## src/rtl/rtc_cal_pkg.sv

```systemverilog
// Shared calendar types and BCD helpers.
// Assumes all fields hold valid packed BCD.
package rtc_cal_pkg;

    typedef struct packed {
        logic [7:0] century;
        logic [7:0] year;
        logic [7:0] month;
        logic [7:0] date;
        logic [7:0] day;
        logic [7:0] hour;
        logic [7:0] min;
        logic [7:0] sec;
    } cal_t;

    localparam cal_t CAL_RESET = '{century: 8'h20, year: 8'h00, month: 8'h01,
                                   date: 8'h01, day: 8'h01, hour: 8'h00,
                                   min: 8'h00, sec: 8'h00};

    localparam logic [2:0] A_CTRL  = 3'd0;
    localparam logic [2:0] A_SEC   = 3'd1;
    localparam logic [2:0] A_MIN   = 3'd2;
    localparam logic [2:0] A_HOUR  = 3'd3;
    localparam logic [2:0] A_DAY   = 3'd4;
    localparam logic [2:0] A_DATE  = 3'd5;
    localparam logic [2:0] A_MONTH = 3'd6;
    localparam logic [2:0] A_YEAR  = 3'd7;

    // Add one to a two-digit BCD value
    function automatic logic [7:0] bcd_inc(input logic [7:0] v);
        if (v[3:0] == 4'd9) return {v[7:4] + 4'd1, 4'd0};
        else                return {v[7:4], v[3:0] + 4'd1};
    endfunction

    // Last date of a month, leap year when the year is a multiple of 4
    function automatic logic [7:0] month_last(input logic [7:0] month,
                                              input logic [7:0] year);
        logic [7:0] ybin;
        ybin = ({4'd0, year[7:4]} * 8'd10) + {4'd0, year[3:0]};
        case (month)
            8'h02:                      return (ybin[1:0] == 2'b00) ? 8'h29 : 8'h28;
            8'h04, 8'h06, 8'h09, 8'h11: return 8'h30;
            default:                    return 8'h31;
        endcase
    endfunction

endpackage

```

## src/rtl/rtc_prescaler.sv

```systemverilog
// Divides the oscillator enable down to a one-second pulse and taps the
// 512 Hz test wave. Assumes osc_tick is already synchronous to clk.
module rtc_prescaler #(
    parameter int DIV_BITS = 15,
    parameter int FT_TAP   = 5
) (
    input  logic clk,
    input  logic rst_n,
    input  logic osc_tick,
    input  logic run,
    input  logic restart,
    output logic sec_tick,
    output logic ft_wave
);
    logic [DIV_BITS-1:0] div_q;

    // Divider: counts oscillator enables while running, zeroed on restart
    always_ff @(posedge clk) begin
        if (!rst_n || restart) div_q <= '0;
        else if (run && osc_tick) div_q <= div_q + 1'b1;
    end

    assign sec_tick = run && osc_tick && (&div_q);
    assign ft_wave  = div_q[FT_TAP];
endmodule

```

## src/rtl/rtc_time_counter.sv

```systemverilog
// Always-running BCD time and calendar counters with a parallel load.
// Assumes loaded values are valid BCD within their ranges.
module rtc_time_counter
    import rtc_cal_pkg::*;
(
    input  logic clk,
    input  logic rst_n,
    input  logic tick,
    input  logic load,
    input  cal_t load_val,
    output cal_t cal
);
    cal_t nxt;

    // Next-second value with full carry chain
    always_comb begin
        nxt     = cal;
        nxt.sec = bcd_inc(cal.sec);
        if (cal.sec == 8'h59) begin
            nxt.sec = 8'h00;
            nxt.min = bcd_inc(cal.min);
            if (cal.min == 8'h59) begin
                nxt.min  = 8'h00;
                nxt.hour = bcd_inc(cal.hour);
                if (cal.hour == 8'h23) begin
                    nxt.hour = 8'h00;
                    nxt.day  = (cal.day == 8'h07) ? 8'h01 : bcd_inc(cal.day);
                    nxt.date = bcd_inc(cal.date);
                    if (cal.date == month_last(cal.month, cal.year)) begin
                        nxt.date  = 8'h01;
                        nxt.month = bcd_inc(cal.month);
                        if (cal.month == 8'h12) begin
                            nxt.month = 8'h01;
                            nxt.year  = bcd_inc(cal.year);
                            if (cal.year == 8'h99) begin
                                nxt.year    = 8'h00;
                                nxt.century = (cal.century == 8'h39) ? 8'h00
                                                                     : bcd_inc(cal.century);
                            end
                        end
                    end
                end
            end
        end
    end

    // Counter state: load has priority over the tick
    always_ff @(posedge clk) begin
        if (!rst_n)    cal <= CAL_RESET;
        else if (load) cal <= load_val;
        else if (tick) cal <= nxt;
    end
endmodule

```

## src/rtl/rtc_calendar_core.sv

```systemverilog
// Calendar clock top: user-facing register copy, hold bits, commit path,
// oscillator stop and frequency-test gating. Assumes DIV_BITS >= 10 and
// that bus decode happens outside this block.
module rtc_calendar_core
    import rtc_cal_pkg::*;
#(
    parameter int DIV_BITS = 15
) (
    input  logic       clk,
    input  logic       rst_n,
    input  logic       osc_tick,
    input  logic       reg_wr,
    input  logic [2:0] reg_addr,
    input  logic [7:0] reg_wdata,
    output logic [7:0] reg_rdata,
    input  logic       alarm_int_en,
    input  logic       wdog_steer,
    input  logic       wdog_zero,
    output logic       sec_tick,
    output logic       freq_test_out
);
    localparam int FT_TAP = DIV_BITS - 10;

    cal_t ext_q;
    cal_t int_cal;
    logic hold_load, hold_read, osc_stop, ft_bit, commit_pend, tick_q;
    logic ft_wave;

    rtc_prescaler #(.DIV_BITS(DIV_BITS), .FT_TAP(FT_TAP)) u_div (
        .clk(clk), .rst_n(rst_n), .osc_tick(osc_tick), .run(!osc_stop),
        .restart(commit_pend), .sec_tick(sec_tick), .ft_wave(ft_wave)
    );

    rtc_time_counter u_cnt (
        .clk(clk), .rst_n(rst_n), .tick(sec_tick), .load(commit_pend),
        .load_val(ext_q), .cal(int_cal)
    );

    // Delay the tick one clock so the reload sees the advanced counters
    always_ff @(posedge clk) begin
        if (!rst_n) tick_q <= 1'b0;
        else        tick_q <= sec_tick;
    end

    // User copy, control bits and register writes
    always_ff @(posedge clk) begin
        if (!rst_n) begin
            ext_q       <= CAL_RESET;
            hold_load   <= 1'b0;
            hold_read   <= 1'b0;
            osc_stop    <= 1'b0;
            ft_bit      <= 1'b0;
            commit_pend <= 1'b0;
        end else begin
            commit_pend <= 1'b0;
            if (tick_q && !hold_load && !hold_read) ext_q <= int_cal;
            if (reg_wr) begin
                case (reg_addr)
                    A_CTRL: begin
                        if (hold_load || reg_wdata[7])
                            ext_q.century <= {2'b00, reg_wdata[5:0]};
                        hold_load   <= reg_wdata[7];
                        hold_read   <= reg_wdata[6];
                        commit_pend <= hold_load && !reg_wdata[7];
                    end
                    A_SEC: begin
                        osc_stop <= reg_wdata[7];
                        if (hold_load) ext_q.sec <= {1'b0, reg_wdata[6:0]};
                    end
                    A_MIN:   if (hold_load) ext_q.min   <= {1'b0, reg_wdata[6:0]};
                    A_HOUR:  if (hold_load) ext_q.hour  <= {2'b00, reg_wdata[5:0]};
                    A_DAY: begin
                        ft_bit <= reg_wdata[6];
                        if (hold_load) ext_q.day <= {5'd0, reg_wdata[2:0]};
                    end
                    A_DATE:  if (hold_load) ext_q.date  <= {2'b00, reg_wdata[5:0]};
                    A_MONTH: if (hold_load) ext_q.month <= {3'd0, reg_wdata[4:0]};
                    default: if (hold_load) ext_q.year  <= reg_wdata;
                endcase
            end
        end
    end

    // Read mux over the user copy and control bits
    always_comb begin
        case (reg_addr)
            A_CTRL:  reg_rdata = {hold_load, hold_read, ext_q.century[5:0]};
            A_SEC:   reg_rdata = {osc_stop, ext_q.sec[6:0]};
            A_MIN:   reg_rdata = ext_q.min;
            A_HOUR:  reg_rdata = ext_q.hour;
            A_DAY:   reg_rdata = {1'b0, ft_bit, 3'b000, ext_q.day[2:0]};
            A_DATE:  reg_rdata = ext_q.date;
            A_MONTH: reg_rdata = ext_q.month;
            default: reg_rdata = ext_q.year;
        endcase
    end

    // Frequency-test gating
    assign freq_test_out = ft_bit && !alarm_int_en && (wdog_steer || wdog_zero) && ft_wave;
endmodule

```

## config.mk

```make
export PLATFORM = sky130hd
export DESIGN_NAME = rtc_calendar_core
export DESIGN_NICKNAME = d
export VERILOG_FILES = /design/src/rtl/rtc_cal_pkg.sv /design/src/rtl/rtc_prescaler.sv /design/src/rtl/rtc_time_counter.sv /design/src/rtl/rtc_calendar_core.sv
export SDC_FILE = /design/constraint.sdc
export NUM_CORES = 1
export LEC_CHECK = 0
export BUFFER_PORTS_ARGS = -buffer_cell sky130_fd_sc_hd__buf_4
export CORE_UTILIZATION = 40
export CTS_CLUSTER_DIAMETER = 30
export DETAILED_ROUTE_END_ITERATION = 6
export PLACE_DENSITY_LB_ADDON = 0.12
export SETUP_SLACK_MARGIN = 0.2
export SYNTH_ARGS = -nofsm -noshare
export SYNTH_HDL_FRONTEND = slang
export SYNTH_SLANG_ARGS = --single-unit
```

## constraint.sdc

```tcl
create_clock -name clk -period 6.24 [get_ports clk]
set_clock_uncertainty 0.15 [all_clocks]
set_input_delay 1.248 -clock clk [delete_from_list [all_inputs] [get_ports clk]]
set_output_delay 1.248 -clock clk [all_outputs]
set_load 0.01 [all_outputs]
```

==> results of run 1 <==
[state kept, by name (all words and copies together) (netlist names)]
name,count
ext_q,64
u_cnt.cal,64
u_div.div_q,15
commit_pend,1
ft_bit,1
hold_load,1
hold_read,1
osc_stop,1
tick_q,1
[final timing paths]
| check | from | to | slack (ps) | cells past startpoint |
|---|---|---|---|---|
| max | reg_addr[0] | reg_rdata[2] | 1950 | 8 |
| min | ext_q[7]$_SDFF_PN0_ | ext_q[7]$_SDFF_PN0_ | 300 | 2 |
| max reg2reg | u_cnt.cal[4]$_SDFFE_PN0P_ | u_cnt.cal[41]$_SDFFE_PN0P_ | 2640 | 7 |
| min reg2reg | ext_q[7]$_SDFF_PN0_ | ext_q[7]$_SDFF_PN0_ | 300 | 2 |
[logic make-up (layout without fill, tap and decap cells)]
| family | after synthesis | in the layout | synth area share |
|---|---|---|---|
| AO/OA/AOI/OAI | 292 | 292 | 0.2300 |
| XOR/XNOR | 21 | 21 | 0.02180 |
| adder cells (fa/ha/maj) | 30 | 30 | 0.04448 |
| buffers and inverters | 96 | 96 | 0.04567 |
| flip-flops | 149 | 149 | 0.3535 |
| multiplexers | 28 | 28 | 0.04300 |
| AND/OR/NAND/NOR | 476 | 476 | 0.2616 |
[power breakdown]
part	switching, uW	internal (uW)	total, uW
registers	4.35	954	958
logic	53.7	24.7	78.4
clock network	438	591	1030
total	496	1570	2070
[metal layers]
| layer | GRT usage | part of all wire |
|---|---|---|
| met5 | 0 | 0 |
| met4 | 0.07938 | 0.020 |
| met3 | 0.04596 | 0.054 |
| met2 | 0.3634 | 0.45 |
| met1 | 0.3436 | 0.48 |
[synthesized netlist by cell type (16+ instances only)]
master | number | share of area
clkbuf_1 | 57 | 0.025
ha_1 | 30 | 0.044
o211ai_1 | 18 | 0.016
dfxtp_1 | 149 | 0.35
nand3_1 | 34 | 0.020
o21ai_0 | 57 | 0.034
inv_1 | 27 | 0.012
mux2i_1 | 16 | 0.019
a21oi_1 | 74 | 0.044
nor2_1 | 134 | 0.060
nand2_1 | 201 | 0.089
a211oi_1 | 16 | 0.014
a311oi_1 | 31 | 0.032
[critical path: cells and delay by family]
kind | cells | cell delay, ps
AO/OA/AOI/OAI | 4 | 720
buffers and inverters | 2 | 490
AND/OR/NAND/NOR | 2 | 430
[stage by stage]
stage               cell area (um2)  worst slack [ps]  std cells  total power (uW)
global placement               8783              2053       1330              1059
floorplan                      8438              2227       1092              1021
detailed placement             8783              2027       1330              1059
CTS                            9364              2003       1362              2081
finish                         9364              1950       1362              2066
global route                   9364              1883       1362              2130
[final cells by class]
cell class | count | area [um2]
clock buffers | 21 | 480.5
clock inverters | 11 | 100.1
fillers | 2069 | 11070
inverters | 27 | 101.3
multi-input cells | 847 | 5080
flip-flops and latches | 149 | 2987
well taps | 270 | 337.8
repair buffers | 37 | 277.8
==> metrics.log, run 1 <==
[metrics] outcome: finished, final reports clean
[metrics] TritonCTS clock tree: done
[metrics] pin slew with the least headroom to its limit: 914.1 ps
[metrics] floorplan die width: 147.2 um
[metrics] leakage power summed over all cells: 0.003200 uW
[metrics] class of the worst hold path: reg2reg
[metrics] post-detailed-route via-to-cell ratio: 5.742
[metrics] Pre-Repair DR Iteration Count: 6
[metrics] total inserted antenna cells: 0
[metrics] Setup crit end kind: output pin
[metrics] Largest stage delay, worst path: 390 ps
[metrics] setup fix buffers added after clock tree synthesis: 0
[metrics] half-perimeter wire length of the detailed placement result: 16.98 mm
[metrics] via count: 7820
[metrics] worst path cell trace: buf_4 -> nor2b_1 -> a22oi_1 -> nor2_1 -> a21oi_1 -> o21bai_1 -> a22oi_1 -> buf_4
[metrics] initial core utilization: 0.4130
[metrics] number of nets with antenna violations after routing: 0
[metrics] most frequent standard cell in the layout excluding fill and tap cells: nand2_1
[metrics] height of the die: 147.2 um
[metrics] power density relative to cell area: 220.6 mW/mm2
[metrics] wire length per cell after detailed routing: 18.73 um
[metrics] Post-Syn Area: 0.008438 mm2
[metrics] clock latency of the later-clocked register in the worst-skew pair: 440 ps
[metrics] GRT Total Usage: 0.2412
[metrics] fraction of registers with async set/reset: 0
[metrics] achievable frequency: 233.1 MHz
[metrics] total wire length: 25.52 mm
[metrics] most common flop cell mapped by yosys: dfxtp_1
[metrics] standard cell core area: 0.02043 mm2
[metrics] crit path time final: 4290 ps
[metrics] relative area change from synthesis to final layout: 10.97%
[metrics] htree depth: 4
[metrics] post-route worst hold slack: 303.0 ps
[metrics] clock buffers created by TritonCTS: 17
[metrics] vias in the first global route: 6961
[metrics] Yosys warning total: 0
[metrics] largest net degree at the start of global routing: 80
[metrics] clock transition at the registers of the reported paths: 60 ps
[metrics] Resize count post-CTS: 0
[metrics] highest-count cells in the layout ignoring fill and taps: nand2_1, dfxtp_1, nor2_1, a21oi_1, o21ai_0
[metrics] number of top-level pins: 28
[metrics] Sum Neg Setup Slack: 0 ps
[metrics] element type at the critical path start: primary input
[metrics] Worst EP required: 4840 ps
[metrics] CTS sink cnt: 149
[metrics] worst-path maximum fanout: 27
[metrics] quantity of I/O buffers inserted on ports: 27
[metrics] DRT iter0 DRCs: 681
[metrics] Die Outline Area: 0.02168 mm2
[metrics] number of enable-type register cells in the synthesized netlist: 0
[metrics] average cell area after synthesis: 7.727 um2
[metrics] share of final-layout standard cells stronger than drive strength 1: 0.09432
[metrics] final-stage net count: 1127
[metrics] Max stage delay cell, worst path: a22oi_1
[metrics] final routed DRC violation total: 0
[metrics] critical path data arrival time: 2890 ps
[metrics] number of antenna violations at the first check in global routing: 0
[metrics] setup violators final: 0
[metrics] crit share post-route: 0.6875
[metrics] buffers from clock root to sink, at most: 2
[metrics] post-synth net total: 1140
[metrics] utilization of the core after routing: 0.4584
[metrics] unrepaired setup endpoints after global routing: no
[metrics] placer congestion estimate: 0.8217
[metrics] sequential-to-total area share from yosys stat: 0.3535
[metrics] CP Class: in2out
[metrics] sum of overflow across all layers after global routing: 0
[metrics] worst-case vdd ir drop: 0.1720 mV
[metrics] register bit count reported by yosys: 149
[metrics] Root Driver: clkbuf_16
[metrics] final max-slew violation count: 0
[metrics] endpoints failing hold: 0
[metrics] count of hold-fix buffers inserted at cts: 0
[metrics] Rows: 52
[metrics] wire length of the first global-routing pass: 40.30 mm
[metrics] relative slew slack: 0.3906
[metrics] max-cap violations: 0
[metrics] distinct cell type count after synthesis: 78
[metrics] post-synthesis instance total: 1092
Note: power is estimated with default switching activity, not from simulation.
==> run 2: changes to the inputs <==
- clock period: 6.24 -> 3.6 ns (I/O delays scaled with it)
==> metrics.log, run 2 (synthesis gave the netlist of run 1 again) <==
[metrics] outcome: finished, final reports clean
[metrics] floorplan die width: 147.2 um
[metrics] half-perimeter wire length of the detailed placement result: 17.75 mm
[metrics] final-stage net count: 1142
[metrics] Regs by FF count: ext_q: 64 flops, u_cnt.cal: 64 flops, u_div.div_q: 15 flops
[metrics] crit path time final: 3173 ps
[metrics] DRT iter0 DRCs: 569
[metrics] wire length per cell after detailed routing: 18.73 um
[metrics] worst-path maximum fanout: 27
[metrics] number of top-level pins: 28
[metrics] most frequent standard cell in the layout excluding fill and tap cells: nand2_1
[metrics] buffers from clock root to sink, at most: 2
[metrics] highest-count cells in the layout ignoring fill and taps: nand2_1, dfxtp_1, nor2_1, a21oi_1, o21ai_0
[metrics] endpoints failing hold: 0
[metrics] crit share post-route: 0.8815
[metrics] vias in the first global route: 7168
[metrics] worst-case vdd ir drop: 0.2359 mV
[metrics] achievable frequency: 315.1 MHz
[metrics] htree depth: 4
[metrics] clock buffers created by TritonCTS: 17
[metrics] class of the worst hold path: reg2reg
[metrics] cell count of the worst hold path: 2
[metrics] utilization of the core after routing: 0.4659
[metrics] power density relative to cell area: 388.0 mW/mm2
[metrics] element type at the critical path start: primary input
[metrics] relative slew slack: 0.3024
[metrics] share of final-layout standard cells stronger than drive strength 1: 0.1059
[metrics] number of nets with antenna violations after routing: 0
[metrics] unrepaired setup endpoints after global routing: no
[metrics] Rows: 52
[metrics] critical path data arrival time: 2300 ps
[metrics] cell area after layout: 0.009519 mm2
[metrics] TritonCTS clock tree: done
[metrics] area of placed instances: 0.008909 mm2
[metrics] clock latency of the later-clocked register in the worst-skew pair: 430 ps
[metrics] count of hold-fix buffers inserted at cts: 0
[metrics] Pre-Repair DR Iteration Count: 5
[metrics] GRT Total Usage: 0.2448
[metrics] initial core utilization: 0.4130
[metrics] Register-to-Register Path Depth: 9
[metrics] pin slew with the least headroom to its limit: 1046 ps
[metrics] Sum Neg Setup Slack: 0 ps
[metrics] clock transition at the registers of the reported paths: 60 ps
[metrics] worst slack, placed: 436.4 ps
[metrics] Die Outline Area: 0.02168 mm2
[metrics] CTS sink cnt: 149
[metrics] via count: 7892
[metrics] Final Power: 3694 uW
[metrics] largest net degree at the start of global routing: 56
[metrics] total wire length: 25.75 mm
[metrics] number of antenna violations at the first check in global routing: 0
[metrics] post-detailed-route via-to-cell ratio: 5.740
[metrics] Worst EP required: 2730 ps
[metrics] leakage power summed over all cells: 0.003292 uW
[metrics] wire length of the first global-routing pass: 41.10 mm
[metrics] worst path setup slack after routing: 426.6 ps
[metrics] max-cap violations: 0
[metrics] sum of overflow across all layers after global routing: 0
[metrics] height of the die: 147.2 um
[metrics] final max-slew violation count: 0
[metrics] setup violators final: 0
[metrics] CP Class: in2out
[metrics] relative area change from synthesis to final layout: 12.81%
[metrics] quantity of I/O buffers inserted on ports: 27
[metrics] final routed DRC violation total: 0
[metrics] standard cell core area: 0.02043 mm2
[metrics] Setup crit end kind: output pin
[metrics] Root Driver: clkbuf_16
[metrics] placer congestion estimate: 0.8177
[metrics] total inserted antenna cells: 0
-- run 2: cell types whose count changed in the layout (fill, tap and decap cells not counted) --
cell	previous run	this run
inv_6	0	2
mux2i_2	0	1
bufinv_16	1	4
clkinv_4	3	0
buf_4	37	51
mux2i_1	16	15
clkbuf_8	4	0
buf_12	0	1
-- run 2: power breakdown --
part	internal (uW)	leakage (uW)	switching, uW
Clock	1150	0.000292	738
Combinational	46.1	0.00180	96.6
Sequential	1650	0.00120	6.82
Total	2850	0.00329	841
-- run 2: repair_timing --
action,CTS,global route
endpoints found under the setup margin,0,2
gates resized for setup,0,1
endpoints found under the hold margin,0,0
buffers inserted,0,0
-- run 2: area by class of cell --
class                      count  area [um2]
timing repair buffer          52       402.9
fill                        2097       10910
clock inverter                13       181.4
inverter                      27       101.3
tap                          270       337.8
sequential                   149        2987
clock buffer                  17       425.4
multi-input combinational    847        5084
-- run 2: worst max-delay path: stages --
cell and delay [ps]:
buf_4 280, nor2b_1 300, a22oi_1 100, nor2_1 100, a21oi_1 60, o21bai_1 170
a22oi_1 350, buf_4 200
-- run 2: metrics by stage --
step,hold WS [ps],cells
after floorplan,282.9,1092
after global placement,295.9,1345
after detailed placement,298.8,1345
after CTS,307.9,1375
after global routing,324.6,1375
final,304.0,1375
-- run 2: path summary, 6_finish.rpt --
kind | startpoint | to | slack, ps
max | reg_addr[0] | reg_rdata[2] | 430
min | ext_q[7]$_SDFF_PN0_ | ext_q[7]$_SDFF_PN0_ | 300
max reg2reg | u_cnt.cal[44]$_SDFFE_PN0P_ | u_cnt.cal[56]$_SDFFE_PN0P_ | 440
min reg2reg | ext_q[7]$_SDFF_PN0_ | ext_q[7]$_SDFF_PN0_ | 300
-- run 2: metal layers --
layer	vias to the layer above	wire (um)	part of all wire	global-route usage
li1	3922	-	-	-
met4	0	476	0.018	0.07371
met5	-	0	0	0
met2	213	11660	0.45	0.3712
met3	26	1221	0.047	0.04099
met1	3731	12390	0.48	0.3530
